--- src/rtl/muldiv_pkg.sv ---
package muldiv_pkg;
  typedef enum logic [1:0] {
    ST_IDLE = 2'd0,
    ST_RUN  = 2'd1,
    ST_FIN  = 2'd2
  } md_state_t;

  // register write mask positions
  localparam int WM_A = 0;
  localparam int WM_X = 1;
  localparam int WM_H = 2;
  // flag write mask positions
  localparam int FM_C = 0;
  localparam int FM_Z = 1;
  localparam int FM_H = 2;
endpackage

--- src/rtl/muldiv_rst_sync.sv ---
module muldiv_rst_sync (
  input  logic clk,
  input  logic rst_n,
  output logic rst_n_sync
);
  logic [1:0] sync_q;

  always_ff @(posedge clk or negedge rst_n) begin
    if (!rst_n) sync_q <= 2'b00;
    else        sync_q <= {sync_q[0], 1'b1};
  end

  assign rst_n_sync = sync_q[1];
endmodule

--- src/rtl/muldiv_ctrl.sv ---
module muldiv_ctrl
  import muldiv_pkg::*;
#(
  parameter int DIV_STEPS = 16,
  parameter int MUL_STEPS = 8
) (
  input  logic clk,
  input  logic rst_n,
  input  logic start_i,
  input  logic op_div_i,
  output logic load_o,
  output logic step_o,
  output logic finish_o,
  output logic op_div_o,
  output logic busy_o
);
  localparam int MAXS = (DIV_STEPS > MUL_STEPS) ? DIV_STEPS : MUL_STEPS;
  localparam int CW   = $clog2(MAXS + 1);
  localparam logic [CW-1:0] DIV_LAST = CW'(DIV_STEPS - 1);
  localparam logic [CW-1:0] MUL_LAST = CW'(MUL_STEPS - 1);

  md_state_t     state_q, state_d;
  logic [CW-1:0] cnt_q, cnt_d;
  logic          op_q, op_d;
  logic          last_step;

  assign last_step = (cnt_q == (op_q ? DIV_LAST : MUL_LAST));

  always_comb begin
    state_d = state_q;
    cnt_d   = cnt_q;
    op_d    = op_q;
    unique case (state_q)
      ST_IDLE: begin
        if (start_i) begin
          state_d = ST_RUN;
          cnt_d   = '0;
          op_d    = op_div_i;
        end
      end
      ST_RUN: begin
        cnt_d = cnt_q + 1'b1;
        if (last_step) state_d = ST_FIN;
      end
      ST_FIN:  state_d = ST_IDLE;
      default: state_d = ST_IDLE;
    endcase
  end

  always_ff @(posedge clk or negedge rst_n) begin
    if (!rst_n) begin
      state_q <= ST_IDLE;
      cnt_q   <= '0;
      op_q    <= 1'b0;
    end else begin
      state_q <= state_d;
      cnt_q   <= cnt_d;
      op_q    <= op_d;
    end
  end

  assign load_o   = start_i && (state_q == ST_IDLE);
  assign step_o   = (state_q == ST_RUN);
  assign finish_o = (state_q == ST_FIN);
  assign busy_o   = (state_q != ST_IDLE);
  assign op_div_o = op_q;
endmodule

--- src/rtl/muldiv_div_dp.sv ---
module muldiv_div_dp #(
  parameter int DW = 8
) (
  input  logic            clk,
  input  logic            rst_n,
  input  logic            load_i,
  input  logic            step_i,
  input  logic [2*DW-1:0] dividend_i,
  input  logic [DW-1:0]   divisor_i,
  output logic [2*DW-1:0] quot_o,
  output logic [DW-1:0]   rem_o
);
  logic [2*DW-1:0] quo_q, quo_d;
  logic [DW-1:0]   rem_q, rem_d;
  logic [DW-1:0]   dvs_q;
  logic [DW:0]     trial, diff;
  logic            fits;

  // one restoring shift-subtract step
  always_comb begin
    trial = {rem_q, quo_q[2*DW-1]};
    diff  = trial - {1'b0, dvs_q};
    fits  = (trial >= {1'b0, dvs_q});
    rem_d = fits ? diff[DW-1:0] : trial[DW-1:0];
    quo_d = {quo_q[2*DW-2:0], fits};
  end

  always_ff @(posedge clk or negedge rst_n) begin
    if (!rst_n) begin
      quo_q <= '0;
      rem_q <= '0;
      dvs_q <= '0;
    end else if (load_i) begin
      quo_q <= dividend_i;
      rem_q <= '0;
      dvs_q <= divisor_i;
    end else if (step_i) begin
      quo_q <= quo_d;
      rem_q <= rem_d;
    end
  end

  assign quot_o = quo_q;
  assign rem_o  = rem_q;
endmodule

--- src/rtl/muldiv_mul_dp.sv ---
module muldiv_mul_dp #(
  parameter int DW = 8
) (
  input  logic            clk,
  input  logic            rst_n,
  input  logic            load_i,
  input  logic            step_i,
  input  logic [DW-1:0]   mcand_i,
  input  logic [DW-1:0]   mplier_i,
  output logic [2*DW-1:0] prod_o
);
  logic [2*DW-1:0] prod_q, prod_d;
  logic [DW-1:0]   mcand_q;
  logic [DW:0]     sum;

  // one shift-and-add step, multiplier bits consumed from the low end
  always_comb begin
    sum    = {1'b0, prod_q[2*DW-1:DW]} + (prod_q[0] ? {1'b0, mcand_q} : '0);
    prod_d = {sum, prod_q[DW-1:1]};
  end

  always_ff @(posedge clk or negedge rst_n) begin
    if (!rst_n) begin
      prod_q  <= '0;
      mcand_q <= '0;
    end else if (load_i) begin
      prod_q  <= {{DW{1'b0}}, mplier_i};
      mcand_q <= mcand_i;
    end else if (step_i) begin
      prod_q  <= prod_d;
    end
  end

  assign prod_o = prod_q;
endmodule

--- src/rtl/muldiv_seq.sv ---
module muldiv_seq
  import muldiv_pkg::*;
#(
  parameter int DW = 8
) (
  input  logic          clk,
  input  logic          rst_n,
  input  logic          start_i,
  input  logic          op_div_i,
  input  logic [DW-1:0] a_i,
  input  logic [DW-1:0] x_i,
  input  logic [DW-1:0] h_i,
  output logic          busy_o,
  output logic          done_o,
  output logic [DW-1:0] a_o,
  output logic [DW-1:0] x_o,
  output logic [DW-1:0] h_o,
  output logic          c_o,
  output logic          z_o,
  output logic          hc_o,
  output logic [2:0]    wr_mask_o,
  output logic [2:0]    flag_mask_o
);
  localparam int DIV_STEPS = 2 * DW;
  localparam int MUL_STEPS = DW;

  logic rst_n_i;
  logic load, step, finish, op_div;
  logic [2*DW-1:0] quot, prod;
  logic [DW-1:0]   rem;

  // latched operands
  logic [DW-1:0] opa_q, opx_q, oph_q;

  // result registers
  logic [DW-1:0] ra_q, rx_q, rh_q, ra_d, rx_d, rh_d;
  logic          rc_q, rz_q, rhc_q, rc_d, rz_d, rhc_d;
  logic [2:0]    wm_q, fm_q, wm_d, fm_d;
  logic          done_q;
  logic          div_bad;

  muldiv_rst_sync u_rst (
    .clk        (clk),
    .rst_n      (rst_n),
    .rst_n_sync (rst_n_i)
  );

  muldiv_ctrl #(
    .DIV_STEPS (DIV_STEPS),
    .MUL_STEPS (MUL_STEPS)
  ) u_ctrl (
    .clk      (clk),
    .rst_n    (rst_n_i),
    .start_i  (start_i),
    .op_div_i (op_div_i),
    .load_o   (load),
    .step_o   (step),
    .finish_o (finish),
    .op_div_o (op_div),
    .busy_o   (busy_o)
  );

  muldiv_div_dp #(.DW(DW)) u_div (
    .clk        (clk),
    .rst_n      (rst_n_i),
    .load_i     (load && op_div_i),
    .step_i     (step && op_div),
    .dividend_i ({h_i, a_i}),
    .divisor_i  (x_i),
    .quot_o     (quot),
    .rem_o      (rem)
  );

  muldiv_mul_dp #(.DW(DW)) u_mul (
    .clk      (clk),
    .rst_n    (rst_n_i),
    .load_i   (load && !op_div_i),
    .step_i   (step && !op_div),
    .mcand_i  (a_i),
    .mplier_i (x_i),
    .prod_o   (prod)
  );

  always_ff @(posedge clk or negedge rst_n_i) begin
    if (!rst_n_i) begin
      opa_q <= '0;
      opx_q <= '0;
      oph_q <= '0;
    end else if (load) begin
      opa_q <= a_i;
      opx_q <= x_i;
      oph_q <= h_i;
    end
  end

  assign div_bad = (opx_q == '0) || (quot[2*DW-1:DW] != '0);

  always_comb begin
    ra_d  = opa_q;
    rx_d  = opx_q;
    rh_d  = oph_q;
    rc_d  = 1'b0;
    rz_d  = 1'b0;
    rhc_d = 1'b0;
    wm_d  = '0;
    fm_d  = '0;
    if (!op_div) begin
      ra_d       = prod[DW-1:0];
      rx_d       = prod[2*DW-1:DW];
      wm_d[WM_A] = 1'b1;
      wm_d[WM_X] = 1'b1;
      fm_d[FM_C] = 1'b1;
      fm_d[FM_H] = 1'b1;
    end else if (div_bad) begin
      rc_d       = 1'b1;
      fm_d[FM_C] = 1'b1;
    end else begin
      ra_d       = quot[DW-1:0];
      rh_d       = rem;
      rz_d       = (quot[DW-1:0] == '0);
      wm_d[WM_A] = 1'b1;
      wm_d[WM_H] = 1'b1;
      fm_d[FM_C] = 1'b1;
      fm_d[FM_Z] = 1'b1;
    end
  end

  always_ff @(posedge clk or negedge rst_n_i) begin
    if (!rst_n_i) begin
      ra_q  <= '0;
      rx_q  <= '0;
      rh_q  <= '0;
      rc_q  <= 1'b0;
      rz_q  <= 1'b0;
      rhc_q <= 1'b0;
      wm_q  <= '0;
      fm_q  <= '0;
    end else if (finish) begin
      ra_q  <= ra_d;
      rx_q  <= rx_d;
      rh_q  <= rh_d;
      rc_q  <= rc_d;
      rz_q  <= rz_d;
      rhc_q <= rhc_d;
      wm_q  <= wm_d;
      fm_q  <= fm_d;
    end
  end

  always_ff @(posedge clk or negedge rst_n_i) begin
    if (!rst_n_i) done_q <= 1'b0;
    else          done_q <= finish;
  end

  assign done_o      = done_q;
  assign a_o         = ra_q;
  assign x_o         = rx_q;
  assign h_o         = rh_q;
  assign c_o         = rc_q;
  assign z_o         = rz_q;
  assign hc_o        = rhc_q;
  assign wr_mask_o   = done_q ? wm_q : 3'b000;
  assign flag_mask_o = done_q ? fm_q : 3'b000;
endmodule

--- config.mk ---
export PLATFORM = sky130hd
export DESIGN_NAME = muldiv_seq
export DESIGN_NICKNAME = d
export VERILOG_FILES = /design/src/rtl/muldiv_pkg.sv /design/src/rtl/muldiv_rst_sync.sv /design/src/rtl/muldiv_ctrl.sv /design/src/rtl/muldiv_div_dp.sv /design/src/rtl/muldiv_mul_dp.sv /design/src/rtl/muldiv_seq.sv
export SDC_FILE = /design/constraint.sdc
export NUM_CORES = 1
export LEC_CHECK = 0
export BUFFER_PORTS_ARGS = -buffer_cell sky130_fd_sc_hd__clkbuf_2
export CAP_MARGIN = 30
export CORE_ASPECT_RATIO = 1.4
export CORE_MARGIN = 2
export CORE_UTILIZATION = 45
export DETAILED_ROUTE_END_ITERATION = 10
export SLEW_MARGIN = 20
export SYNTH_ARGS = -nofsm -noshare
export SYNTH_HDL_FRONTEND = slang
export SYNTH_SLANG_ARGS = --single-unit
--- constraint.sdc ---
create_clock -name clk -period 5.1 [get_ports clk]
set_input_delay 0 -clock clk [delete_from_list [all_inputs] [get_ports clk]]
set_output_delay 0 -clock clk [all_outputs]
set_load 0.02 [all_outputs]
==> results.md <==
| Quantity | Value |
|---|---|
| Clk root buf | clkbuf_16 |
| Via density per instance | 5.43 |
| Syn. warnings | 0 |
| I/O pin cnt | 63 |
| Min Hold Slack | 0.0883 ns |
| DRC viols | 0 |
| Data arrival time of the critical path | 2.71 ns |
| Largest net degree at the start of global routing | 58 |
| WL/cell | 17.4 um |
| Startpoint of the most critical register-to-register path | u_mul.prod_o[0]$_DFFE_PN0P_ |
| Timing-limited maximum frequency | 412 MHz |
| Area growth from synthesis to layout | 22.2% |
| Mean cell area of the mapped netlist | 9.50 um^2 |
| Clock latency on the worst-skew pair | 0.41 ns |
| Number of search-and-repair iterations in the first detailed-routing pass | 6 |
| Clock tree sinks | 121 |
| Required time of the critical path | 5.38 ns |
| Kind of critical path | reg -> reg |
| Commonest register cell after synthesis | dfrtp_1 |
| # Max-Cap Violations | 0 |
| Post-Syn Area | 5880 um^2 |
| Height of the die | 139 um |
| ANT cells | 0 |
| Post-DP HPWL | 10.9 mm |
| Static leakage power | 3.71 nW |
| Category of the worst setup path launch point | register |
| Power density normalized to cell area | 658 nW/um^2 |
| Largest clock skew in the final design | 0.00842 ns |
| Antenna violations before repair | 0 |
| Core Rows | 49 |
| Final number of max-transition violations | 0 |
| Clock-pin slew of the registers on the worst-case setup and hold paths | 0.06 ns |
| Internal power consumption | 2.91 mW |
| Hold Crit Start | op_div_i |
| Cell type contributing the most total cell area after synthesis | dfrtp_1 |
| Htree depth | 4 |
| Hold_buf cts | 26 |
| Number of failing hold endpoints at the final stage | 0 |
| Period utilisation layout | 0.476 |
| EDFF count, synth | 0 |
| Path class of the lowest-slack min-delay path | in -> reg |
| Fraction of layout cells with a size suffix above 1 | 0.156 |
| Global-route usage over all layers | 0.226 |
| # port buffers | 61 |
| Power consumption | 4.73 mW |
| Clock tree from TritonCTS | done |
| Final setup vio count | 0 |
| Proportion of power drawn by the clock network | 0.267 |
| Number of vias after detailed routing | 4694 |
| Status | completed |
| Proportion of power drawn by flip-flops and latches | 0.359 |
| Worst-Margin Slew | 0.908 ns |
| Dominant cells by area after synthesis | dfrtp_1 (51%), nand2_1 (11%), mux2i_1 (4.1%) |
| Setup repair after global routing missed its margin | no |
| Net switching component of the power | 1.81 mW |
| Non-Filler Cell Area, Final | 7180 um^2 |
| First-pass GRT wire length | 24.5 mm |
| Critical Path Fanout Max | 10 |
| Number of setup buffers added after CTS | 0 |
| Final weighted congestion in routability-driven placement | 0.815 |
| Number of routed nets with antenna violations | 0 |
| Max-Slew Margin vs Limit | 0.395 |
| Number of buffers added by the clock tree synthesis step | 17 |
| Initial Utilization | 0.459 |
| Cells after Synth | 619 |
| Fraction of power spent switching nets | 0.383 |
| Vias in the first global route | 4719 |
| Kind of capture point of the worst setup path | register |
| Setup TNS | 0 ns |
| Final Routed Wirelength | 15.1 mm |
| Overall die width | 101 um |
| Iteration-0 DRC Markers | 299 |
| Sequential element share of the synthesized area | 0.515 |
| Highest ir drop seen on vdd | 0.000241 V |
| Number of register bits inferred by synthesis | 121 |
| Post-cts sizing count | 0 |
| Placed cell areas | 6280 um^2 |
| Async set-reset flop share out of synthesis | 1.00 |
| Total grt overflow | 0 |
| Core ar. | 12800 um^2 |
| Fraction of post-synthesis cell area in the top cell type by area | 0.515 |
| Combinational share of power | 0.373 |
| Launching instance or port of the critical path | u_mul.prod_o[0]$_DFFE_PN0P_ |
| CTS max path bufs | 2 |
| Number of different library cells in the post-synthesis netlist | 50 |
| Clock period minus final worst setup slack | 2.43 ns |
| Die area | 14000 um^2 |
| Final net count | 745 |
| Post-synthesis net count | 666 |
routing by layer:
layer / part of all wire / global-route usage
met5: 0 / 0
met4: 0.022 / 0.0807
met3: 0.032 / 0.0492
met2: 0.54 / 0.396
met1: 0.40 / 0.268
logic make-up after synthesis:
kind of cell             synth area share
multiplexers                       0.0409
AO/OA/AOI/OAI                       0.143
AND/OR/NAND/NOR                     0.194
adder cells (fa/ha/maj)            0.0430
other                             0.00128
XOR/XNOR                           0.0164
flip-flops                          0.515
buffers and inverters              0.0460
cells in the final DEF (no fill, tap or decap), drive strengths merged, types with 17 or more instances in the layout:
cell,instances
o21ai,50
inv,25
dfrtp,121
dlygate4sd3,26
ha,17
mux2i,24
nand2,176
nor2,25
nand3,17
clkbuf,85
flip-flops by register name (all words and copies together) (netlist names), 5 cells and up:
name and count:
u_div.quot_o 16, u_mul.prod_o 16, a_o 8, h_o 8
opa_q 8, oph_q 8, opx_q 8, u_div.dvs_q 8
u_div.rem_o 8, u_mul.mcand_q 8, x_o 8, u_ctrl.cnt_q 5
final cells by class:
type	count	area, um^2
fillers	1144	5630
flip-flops and latches	121	3030
multi-input cells	439	2580
repair buffers	94	658
clock buffers	24	482
well taps	153	191
clock inverters	8	143
inverters	25	93.8
cell usage after synthesis, drive strengths merged, types with 3 or more instances:
cell type and number:
a211oi 9, a21o 11, a21oi 8, a222oi 9, a22oi 8, a31oi 6, and2 13, buf 22
clkbuf 12, dfrtp 121, ha 17, inv 25, mux2i 24, nand2 176, nand2b 7, nand3 17
nand4 4, nor2 25, nor3 4, nor4 8, o21ai 50, o21bai 3, o311ai 5, o31ai 3
xnor2 5, xor2 6
worst paths after layout:
check	cells past startpoint	to	slack [ns]
setup / recovery	9	u_mul.prod_o[15]$_DFFE_PN0P_	2.67
hold / removal	4	u_mul.mcand_q[4]$_DFFE_PN0P_	0.09
setup reg to reg	9	u_mul.prod_o[15]$_DFFE_PN0P_	2.67
hold reg to reg	0	opa_q[3]$_DFFE_PN0P_	0.23
max in group asynchronous	1	opx_q[2]$_DFFE_PN0P_	4.03
min in group asynchronous	0	opa_q[3]$_DFFE_PN0P_	0.23
critical path: stages (launching register included):
cell	delay, ns
dfrtp_1	0.46
and2_1	0.19
ha_1	0.21
fa_1	0.41
a21o_1	0.18
a21oi_1	0.26
o21ai_0	0.13
and3b_1	0.20
o211ai_1	0.16
nand3_1	0.09
per-stage QoR:
stage,cells,util,setup slack (ns)
finish,864,0.561,2.67
global route,864,0.561,2.46
floorplan,619,-,1.48
detailed placement,805,0.490,2.68
CTS,863,0.559,2.67
global placement,803,0.487,2.46
power by group through the flow:
stage	Sequential, mW	Clock [mW]	Combinational [mW]
finish	1.70	1.26	1.76
detailed placement	1.71	0	1.74
CTS	1.70	1.28	1.77
global placement	1.71	0	1.67
global route	1.75	1.32	1.96
floorplan	1.70	0	1.25
Power figures use the tool's default switching activity.
